<file path="src/rtl/rn_ctrl_pkg.sv">
`timescale 1ns/1ps
package rn_ctrl_pkg;
    typedef enum logic [2:0] {
        ST_RUN      = 3'd0,
        ST_IDLE     = 3'd1,
        ST_SQ_START = 3'd2,
        ST_SQUASH   = 3'd3,
        ST_BLOCK    = 3'd4,
        ST_UNBLK    = 3'd5,
        ST_SER      = 3'd6
    } rn_state_e;

    typedef enum logic [1:0] {
        CAUSE_NONE = 2'd0,
        CAUSE_ROB  = 2'd1,
        CAUSE_IQ   = 2'd2,
        CAUSE_LSQ  = 2'd3
    } rn_cause_e;
endpackage

</file>
<file path="src/rtl/rn_full_pick.sv">
`timescale 1ns/1ps
module rn_full_pick
    import rn_ctrl_pkg::*;
#(
    parameter int FW = 6,
    parameter int IW = 7,
    parameter int CW = 3
) (
    input  logic [2:0][FW-1:0] free_all,
    input  logic [IW-1:0]      feff,
    input  logic [CW-1:0]      want,
    output logic               lack_any,
    output rn_cause_e          cause
);
    localparam int SW = IW + 1;

    logic [2:0] lack;
    logic [SW-1:0] need;

    assign need = {1'b0, feff} + SW'(want);

    for (genvar i = 0; i < 3; i++) begin : g_struct
        assign lack[i] = (want != '0) && (SW'(free_all[i]) < need);
    end

    assign lack_any = |lack;

    always_comb begin
        if (lack[0])      cause = CAUSE_ROB;
        else if (lack[1]) cause = CAUSE_IQ;
        else if (lack[2]) cause = CAUSE_LSQ;
        else              cause = CAUSE_NONE;
    end
endmodule

</file>
<file path="src/rtl/rn_inflight.sv">
`timescale 1ns/1ps
module rn_inflight #(
    parameter int IW = 7,
    parameter int CW = 3
) (
    input  logic          clk,
    input  logic          rst_n,
    input  logic          fresh,
    input  logic [CW-1:0] sent,
    output logic [IW-1:0] feff
);
    logic [IW-1:0] cnt;
    logic [IW:0]   sum;

    assign feff = fresh ? '0 : cnt;
    assign sum  = {1'b0, feff} + (IW+1)'(sent);

    always_ff @(posedge clk or negedge rst_n) begin
        if (!rst_n)      cnt <= '0;
        else if (sum[IW]) cnt <= '1;
        else             cnt <= sum[IW-1:0];
    end
endmodule

</file>
<file path="src/rtl/rename_stall_ctrl.sv">
`timescale 1ns/1ps
module rename_stall_ctrl
    import rn_ctrl_pkg::*;
#(
    parameter int WIDTH      = 4,
    parameter int SKID_DEPTH = 8,
    parameter int FW         = 6,
    parameter int CW         = $clog2(WIDTH + 1),
    parameter int KW         = $clog2(SKID_DEPTH + 1),
    parameter int IW         = FW + 1
) (
    input  logic          clk,
    input  logic          rst_n,
    input  logic [CW-1:0] dec_count,
    input  logic          dec_barrier,
    input  logic          dec_ser_after,
    input  logic [FW-1:0] rob_free,
    input  logic [FW-1:0] iq_free,
    input  logic [FW-1:0] lsq_free,
    input  logic          occ_update,
    input  logic          stall_exec,
    input  logic          stall_commit,
    input  logic          squash,
    input  logic          rob_empty,
    output logic [CW-1:0] grant,
    output logic          dec_block,
    output logic [1:0]    full_cause,
    output logic [2:0]    fsm_state
);
    rn_state_e     st, st_n;
    logic [KW-1:0] skid, skid_n;
    logic          pend, pend_n;
    logic [CW-1:0] grant_c;
    logic [CW-1:0] want_c;
    logic [IW-1:0] feff;
    logic          lack_any;
    rn_cause_e     cause_c;
    logic          busy, direct, room, eval_ok;
    logic [CW-1:0] app;
    logic [KW:0]   skid_app, skid_drain;

    rn_inflight #(.IW(IW), .CW(CW)) u_infl (
        .clk   (clk),
        .rst_n (rst_n),
        .fresh (occ_update),
        .sent  (grant_c),
        .feff  (feff)
    );

    rn_full_pick #(.FW(FW), .IW(IW), .CW(CW)) u_pick (
        .free_all ({lsq_free, iq_free, rob_free}),
        .feff     (feff),
        .want     (want_c),
        .lack_any (lack_any),
        .cause    (cause_c)
    );

    assign busy   = stall_exec | stall_commit;
    assign direct = (st == ST_RUN) || (st == ST_IDLE);

    always_comb begin
        if (direct)                       want_c = dec_count;
        else if (skid > KW'(WIDTH))       want_c = CW'(WIDTH);
        else                              want_c = skid[CW-1:0];
    end

    assign room       = ({1'b0, skid} + (KW+1)'(dec_count)) <= (KW+1)'(SKID_DEPTH);
    assign app        = room ? dec_count : '0;
    assign skid_app   = {1'b0, skid} + (KW+1)'(app);
    assign skid_drain = skid_app - (KW+1)'(want_c);

    // state register
    always_ff @(posedge clk or negedge rst_n) begin
        if (!rst_n) begin
            st   <= ST_IDLE;
            skid <= '0;
            pend <= 1'b0;
        end else begin
            st   <= st_n;
            skid <= skid_n;
            pend <= pend_n;
        end
    end

    // next state and grant
    always_comb begin
        st_n    = st;
        skid_n  = skid;
        pend_n  = pend;
        grant_c = '0;
        if (squash) begin
            st_n   = ST_SQ_START;
            skid_n = '0;
            pend_n = 1'b0;
        end else begin
            unique case (st)
                ST_SQ_START: st_n = ST_SQUASH;
                ST_SQUASH:   st_n = ST_IDLE;
                ST_RUN, ST_IDLE: begin
                    if (dec_count == '0) begin
                        st_n = ST_IDLE;
                    end else if (busy) begin
                        st_n   = ST_BLOCK;
                        skid_n = KW'(dec_count);
                        pend_n = pend | dec_ser_after;
                    end else if (dec_barrier || pend) begin
                        st_n   = ST_SER;
                        skid_n = KW'(dec_count);
                        pend_n = dec_ser_after;
                    end else if (lack_any) begin
                        st_n   = ST_BLOCK;
                        skid_n = KW'(dec_count);
                        pend_n = pend | dec_ser_after;
                    end else begin
                        st_n    = ST_RUN;
                        grant_c = dec_count;
                        pend_n  = dec_ser_after;
                    end
                end
                ST_BLOCK: begin
                    skid_n = skid_app[KW-1:0];
                    if (app != '0) pend_n = pend | dec_ser_after;
                    if (!busy && !lack_any) st_n = ST_UNBLK;
                end
                ST_SER: begin
                    skid_n = skid_app[KW-1:0];
                    if (app != '0) pend_n = pend | dec_ser_after;
                    if (rob_empty && (feff == '0)) st_n = ST_UNBLK;
                end
                ST_UNBLK: begin
                    if (app != '0) pend_n = pend | dec_ser_after;
                    if (busy || lack_any) begin
                        st_n   = ST_BLOCK;
                        skid_n = skid_app[KW-1:0];
                    end else begin
                        grant_c = want_c;
                        skid_n  = skid_drain[KW-1:0];
                        st_n    = (skid_drain == '0) ? ST_RUN : ST_UNBLK;
                    end
                end
                default: st_n = ST_IDLE;
            endcase
        end
    end

    // outputs
    always_comb begin
        eval_ok    = (direct || st == ST_BLOCK || st == ST_UNBLK) && !squash && !busy;
        grant      = grant_c;
        full_cause = eval_ok ? cause_c : CAUSE_NONE;
        dec_block  = (st == ST_SQ_START) || (st == ST_SQUASH) || (st == ST_BLOCK) ||
                     (st == ST_UNBLK) || (st == ST_SER);
        fsm_state  = st;
    end
endmodule

</file>
<file path="config.mk">
export PLATFORM = sky130hd
export DESIGN_NAME = rename_stall_ctrl
export DESIGN_NICKNAME = d
export VERILOG_FILES = /design/src/rtl/rn_ctrl_pkg.sv /design/src/rtl/rn_full_pick.sv /design/src/rtl/rn_inflight.sv /design/src/rtl/rename_stall_ctrl.sv
export SDC_FILE = /design/constraint.sdc
export NUM_CORES = 1
export LEC_CHECK = 0
export BUFFER_PORTS_ARGS = -buffer_cell sky130_fd_sc_hd__buf_4
export CAP_MARGIN = 20
export CORE_MARGIN = 2
export CORE_UTILIZATION = 61
export CTS_CLUSTER_DIAMETER = 100
export DETAILED_ROUTE_END_ITERATION = 16
export PLACE_DENSITY = 0.95
export RECOVER_POWER = 100
export SETUP_SLACK_MARGIN = 0.4
export SLEW_MARGIN = 15
export SYNTH_ARGS = -nofsm -noshare
export SYNTH_HDL_FRONTEND = slang
export SYNTH_SLANG_ARGS = --single-unit
</file>
<file path="constraint.sdc">
create_clock -name clk -period 14 [get_ports clk]
set_input_delay 2.8 -clock clk [delete_from_list [all_inputs] [get_ports clk]]
set_output_delay 2.8 -clock clk [all_outputs]
set_load 0.03 [all_outputs]
</file>
==> impl_metrics.tcl, run 1 <==
set metrics [dict create \
    outcome "complete, no violations" \
    ctsHoldBuffers 0 \
    finalSetupTns_ns 0 \
    synth_top_area_share_pct 16.3 \
    dp_hpwl_mm 4.35 \
    ys_types 55 \
    dr.pass1.iters 5 \
    cts-resized-gates 0 \
    max_freq_ghz 0.0981 \
    die_w_um 63.4 \
    ys_async_sr_fraction_pct 100 \
    synth-edff-count 0 \
    area_delta_synth_final_pct 13.7 \
    cap_violations 0 \
    pwr-share-clk_pct 7.3 \
    final_nets 367 \
    synthCells 270 \
    cts_tree "done" \
    synth_warnings 0 \
    top_level_ports 39 \
    p_int_uw 164 \
    clock_latency_ns 0.28 \
    rrSetupSlack_ns 7.17 \
    nFillCells 285 \
    timing.final.crit_share_pct 72.8 \
    synth_most_common_cell "ha_1" \
    syn_area_per_cell_um2 7.97 \
    r2r_end "u_infl.cnt[4]$_DFF_PN0_" \
    r2r_start "fsm_state[1]$_DFFE_PN0P_" \
    die_area_mm2 0.00402 \
    p_sw_share_pct 51.4 \
    cts.sinks 15 \
    ant_nets 0 \
    finalHoldViolations 0 \
    antenna_cells 0 \
    yosysSeqAreaShare_pct 17.5 \
    fin_crit_ns 10.19 \
    synth_commonest_cells "ha_1 (26), inv_1 (22), a21oi_1 (20), nand2_1 (20), o21ai_0 (19)" \
    finalSetupViolCount 0 \
    startpoint_type "input pin" \
    core_mm2 0.00336 \
    p_leak_uw 0.00108 \
    hold_class "flop to flop" \
    synth_fp_nets 329 \
    synth_top_area_cell "dfrtp_1" \
    hold_end "pend$_DFFE_PN0P_" \
    num_vias 2256 \
    required_ns 11.20 \
    pwr-share-seq_pct 19.6 \
    wl_per_cell_um 15.1 \
    root_buffer "clkbuf_4" \
    syn-cell-area_mm2 0.00215 \
    hp-start "pend$_DFFE_PN0P_" \
    rsz0062_at_grt "no" \
    grt_util_all_layers_pct 28.4 \
    switchingPower_uw 173 \
    drc 0 \
    wl_mm 5.32 \
    cts_buffers 3 \
    rows 21 \
    endpoint_kind "output port" \
    gp_congestion 0.937 \
    drtIter0Drc 228 \
    fp.dieH_um 63.4 \
    dp_slack_ns 4.23 \
    path_clk_slew_ns 0.09 \
    drive_above_1_share_pct 14.7 \
    grt_pass1_vias 2136 \
    worstMarginPinSlew_ns 0.776 \
    clk_path_buf_depth 2 \
    fin_skew_ns 0.00261 \
    worst_slack_ns 3.81 \
    synth-main-ff-cell "dfrtp_1" \
    port_buffers 38 \
    worst-path-max-fanout 9 \
    relSlewSlack_pct 48.3 \
    slew_viol_final 0 \
    postCtsSetupBuffers 0 \
    vias_per_cell 6.39 \
    gr-total-overflow 0 \
    floorplan.initialDensity_pct 64.0 \
    comb_power_share_pct 73.1 \
    htree_levels 1 \
    reg2reg_depth 25 \
    grt_max_degree 17 \
    ys_top_cells_by_area "dfrtp_1 (16%), ha_1 (15%), a21oi_1 (4.7%), o21ai_0 (4.4%), inv_1 (3.8%)" \
    ys_ff_latch 15 \
    grt_pass1_wl_mm 9.34 \
    antenna_found_initial 0 \
    power_density_mw_per_mm2 138 \
    ir_drop_uv 62.2 \
    min_path_cells 2 \
    arrival_ns 7.39 \
    path_class "input pin to output port" \
]
critical path, stage by stage:
cell and delay [ns]:
buf_4 0.14, and2_1 0.19, or2_2 0.32, xnor2_1 0.13, ha_1 0.24, a21o_1 0.17, o221ai_1 0.35, a21boi_0 0.19
xor2_1 0.16, nand2b_1 0.12, ha_1 0.33, a21oi_1 0.15, o21ai_0 0.09, a211o_1 0.30, maj3_1 0.43, and2_0 0.20
a22oi_1 0.53, or3_1 0.26, inv_1 0.08, clkbuf_1 0.22
registers in the layout, indices dropped and copies added (netlist names):
name	flops
u_infl.cnt	7
pend	1
skid	4
fsm_state	3
layer usage:
metal	routed length (um)	global-route usage, %	vias to the layer above
li1	-	-	1084
met1	2220	36.4	1047
met2	2680	51.6	112
met3	374	4.11	13
met4	49	3.80	0
met5	0	0	-
how the worst max path moves through the flow:
stage / from / to / slack, ns / cells past startpoint
floorplan: dec_count[1] / full_cause[1] / 4.08 / 15
global placement: dec_count[1] / grant[1] / 4.42 / 20
detailed placement: dec_count[1] / grant[1] / 4.23 / 20
CTS: dec_count[1] / grant[1] / 4.23 / 20
global route: dec_count[0] / grant[1] / 3.42 / 20
finish: dec_count[1] / grant[1] / 3.81 / 20
power groups by stage:
stage,clock [uW],combinational [uW],sequential (uW)
2_1_floorplan,0,190,65.3
3_3_place_gp,0,239,66.3
3_5_place_dp,0,247,67.0
4_1_cts,25.7,249,66.1
5_1_grt,27.7,275,67.3
6_report,24.7,246,66.1
kinds of logic (layout without fill, tap and decap cells):
| family | after synthesis | in the layout | share of synthesized area (%) |
|---|---|---|---|
| AO/OA/AOI/OAI | 87 | 87 | 28.4 |
| adder cells (fa/ha/maj) | 32 | 32 | 19.4 |
| XOR/XNOR | 9 | 9 | 3.67 |
| multiplexers | 2 | 2 | 1.05 |
| buffers and inverters | 27 | 64 | 5.06 |
| AND/OR/NAND/NOR | 98 | 98 | 24.8 |
| flip-flops | 15 | 15 | 17.5 |
cell usage in the layout (no fill, tap or decap), types with 5 or more instances in the layout:
master / count
clkbuf_1: 11
o21ai_0: 19
dfrtp_1: 14
nor3_1: 13
nor2_1: 17
a21oi_1: 20
a31oi_1: 5
nor2b_1: 9
a32oi_1: 5
nand3_1: 10
a21o_1: 5
ha_1: 26
inv_1: 22
buf_4: 28
nand2b_1: 8
nand2_1: 20
xnor2_1: 6
cell type report:
type / count / area [um2] / area share [%]
Tap cell: 46 / 57.6 / 2.35
Inverter: 22 / 82.6 / 3.38
Multi-Input combinational cell: 228 / 1650 / 67.7
Sequential cell: 15 / 377 / 15.4
Clock buffer: 4 / 26.3 / 1.07
Timing Repair Buffer: 38 / 248 / 10.1
per-stage QoR:
step	hold WS, ns	instances	total power [uW]	utilization, %	cell area, um2
2_1_floorplan	0.480	270	255	-	2150
3_3_place_gp	0.499	349	305	73.4	2470
3_5_place_dp	0.503	349	314	73.4	2470
4_1_cts	0.524	353	341	74.1	2490
5_1_grt	0.542	353	370	72.7	2440
6_report	0.523	353	337	72.7	2440
Power figures use the tool's default switching activity.
==> run 2, diff against run 1 <==
CORE_UTILIZATION = 51   (was 61)
PLACE_DENSITY = 0.87   (was 0.95)
clock period = 8.8 ns   (was 14 ns; I/O delays follow)
==> impl_metrics.tcl, run 2 (same netlist as run 1, synthesis figures left out) <==
set metrics [dict create \
    fin_crit_ns 8.01 \
    wl_mm 5.33 \
    gp_congestion 0.899 \
    cts_buffers 3 \
    antenna_cells 0 \
    outcome "complete, no violations" \
    cts_tree "done" \
    core_mm2 0.00403 \
    drive_above_1_share_pct 14.7 \
    path_class "input pin to output port" \
    gr-total-overflow 0 \
    drtIter0Drc 252 \
    port_buffers 38 \
    ant_nets 0 \
    area_delta_synth_final_pct 15.0 \
    dp_slack_ns 1.15 \
    grt_pass1_wl_mm 8.95 \
    top_register "u_infl.cnt" \
    power_density_mw_per_mm2 224 \
    die_area_mm2 0.00475 \
    path_delay_family "compound AO/OA/AOI/OAI gates" \
    root_buffer "clkbuf_8" \
    endpoint_kind "output port" \
    cp_cell_sequence "clkbuf_1 -> nand2_1 -> o21ai_0 -> ha_1 -> ha_1 -> a21o_1 -> o221ai_2 -> a21boi_0 -> xor2_1 -> nand2b_1 -> ha_1 -> a21oi_1 -> o21ai_0 -> a211o_1 -> maj3_1 -> and2_0 -> a22oi_1 -> or3_1 -> inv_1 -> clkbuf_1" \
    critPathSlowestCell "a22oi_1" \
    postCtsSetupBuffers 0 \
    hold_class "flop to flop" \
    nFillCells 390 \
    cap_violations 0 \
    max_freq_ghz 0.125 \
    fp.dieH_um 68.9 \
    ctsHoldBuffers 0 \
    multi_input_area_mm2 0.00166 \
    rsz0062_at_grt "no" \
    grt_pass1_vias 2003 \
    startpoint_type "input pin" \
    p_leak_uw 0.00108 \
    largest_reg_flops 7 \
    worstMarginPinSlew_ns 0.804 \
    crit_buf_inv 3 \
    critPathMaxStageDelay_ns 0.54 \
    seqCellArea_um2 377 \
    worst-path-max-fanout 9 \
    finalSetupViolCount 0 \
    clk_path_buf_depth 2 \
    relSlewSlack_pct 46.4 \
    rows 23 \
    cp_common_cell "ha_1" \
    arrival_ns 6.25 \
    top_level_ports 39 \
    die_w_um 68.9 \
    fin_skew_ns 0.00182 \
    dr.pass1.iters 4 \
    slew_viol_final 0 \
    final_nets 367 \
    htree_levels 1 \
    antenna_found_initial 0 \
    grt_util_all_layers_pct 24.2 \
    dp_hpwl_mm 4.36 \
    finalSetupTns_ns 0 \
    worst_slack_ns 0.794 \
    cts-resized-gates 0 \
    num_vias 2153 \
    mostFrequentLayoutCell "buf_4" \
    drc 0 \
    timing.final.crit_share_pct 91.0 \
    grt_max_degree 17 \
    wl_per_cell_um 14.9 \
    layout_common_cells "buf_4 (28), ha_1 (26), inv_1 (22)" \
    vias_per_cell 6.03 \
    required_ns 7.04 \
    path_clk_slew_ns 0.06 \
    floorplan.initialDensity_pct 53.4 \
    finalHoldViolations 0 \
    ir_drop_uv 100 \
    clock_latency_ns 0.25 \
    cts.sinks 15 \
]
==> run 2: per-stage QoR <==
| stage | area, um2 | cells | hold WS [ns] | util [%] | power [uW] |
|---|---|---|---|---|---|
| after global routing | 2470 | 357 | 0.578 | 61.4 | 606 |
| final | 2470 | 357 | 0.533 | 61.4 | 553 |
| after CTS | 2520 | 357 | 0.530 | 62.5 | 560 |
| after detailed placement | 2470 | 353 | 0.515 | 61.4 | 501 |
| after floorplan | 2150 | 270 | 0.480 | - | 406 |
| after global placement | 2470 | 353 | 0.497 | 61.4 | 489 |
==> run 2: metal layers <==
metal / wire length (um) / up-vias / GRT usage (%) / share of wire (%)
met3: 259 / 2 / 4.38 / 4.9
met4: 16 / 0 / 2.94 / 0.30
li1: - / 1087 / - / -
met5: 0 / - / 0 / 0
met2: 2700 / 70 / 42.7 / 51
met1: 2360 / 994 / 31.7 / 44
==> run 2: worst register-to-register path, stage by stage, from the launching register on <==
cell and delay [ns]:
dfrtp_1 0.47, inv_1 0.22, ha_1 0.58, o21ai_0 0.36
ha_1 0.36, ha_1 0.25, a21o_1 0.18, o221ai_2 0.24
a21boi_0 0.16, xor2_1 0.15, nand2b_1 0.12, ha_1 0.32
a21oi_1 0.14, o21ai_0 0.09, a211o_1 0.28, maj3_1 0.42
and2_0 0.21, a22oi_1 0.54, or3_1 0.26, inv_1 0.08
ha_1 0.29, a21o_1 0.17, a21oi_1 0.29, nor2_1 0.11
nand3_1 0.18, o21ai_0 0.11
==> run 2: worst paths after layout <==
check	slack (ns)	start	endpoint	cells past startpoint
setup / recovery	0.79	dec_count[0]	grant[1]	20
hold / removal	0.53	pend$_DFFE_PN0P_	pend$_DFFE_PN0P_	2
setup reg to reg	2.11	fsm_state[1]$_DFFE_PN0P_	u_infl.cnt[4]$_DFF_PN0_	25
hold reg to reg	0.53	pend$_DFFE_PN0P_	pend$_DFFE_PN0P_	2
max in group asynchronous	6.73	rst_n	u_infl.cnt[6]$_DFF_PN0_	1
min in group asynchronous	1.57	rst_n	skid[1]$_DFFE_PN0P_	1
==> run 2: power breakdown <==
part | switching, uW | internal (uW)
clock network | 24.9 | 32.1
registers | 23.6 | 81.2
logic | 229 | 162
total | 277 | 275
==> run 2: cell type report <==
type                    instances  area share, %
inverters                      22           3.34
multi-input cells             228           67.1
clock buffers                   4           1.82
repair buffers                 38           10.0
well taps                      50           2.53
flip-flops and latches         15           15.2
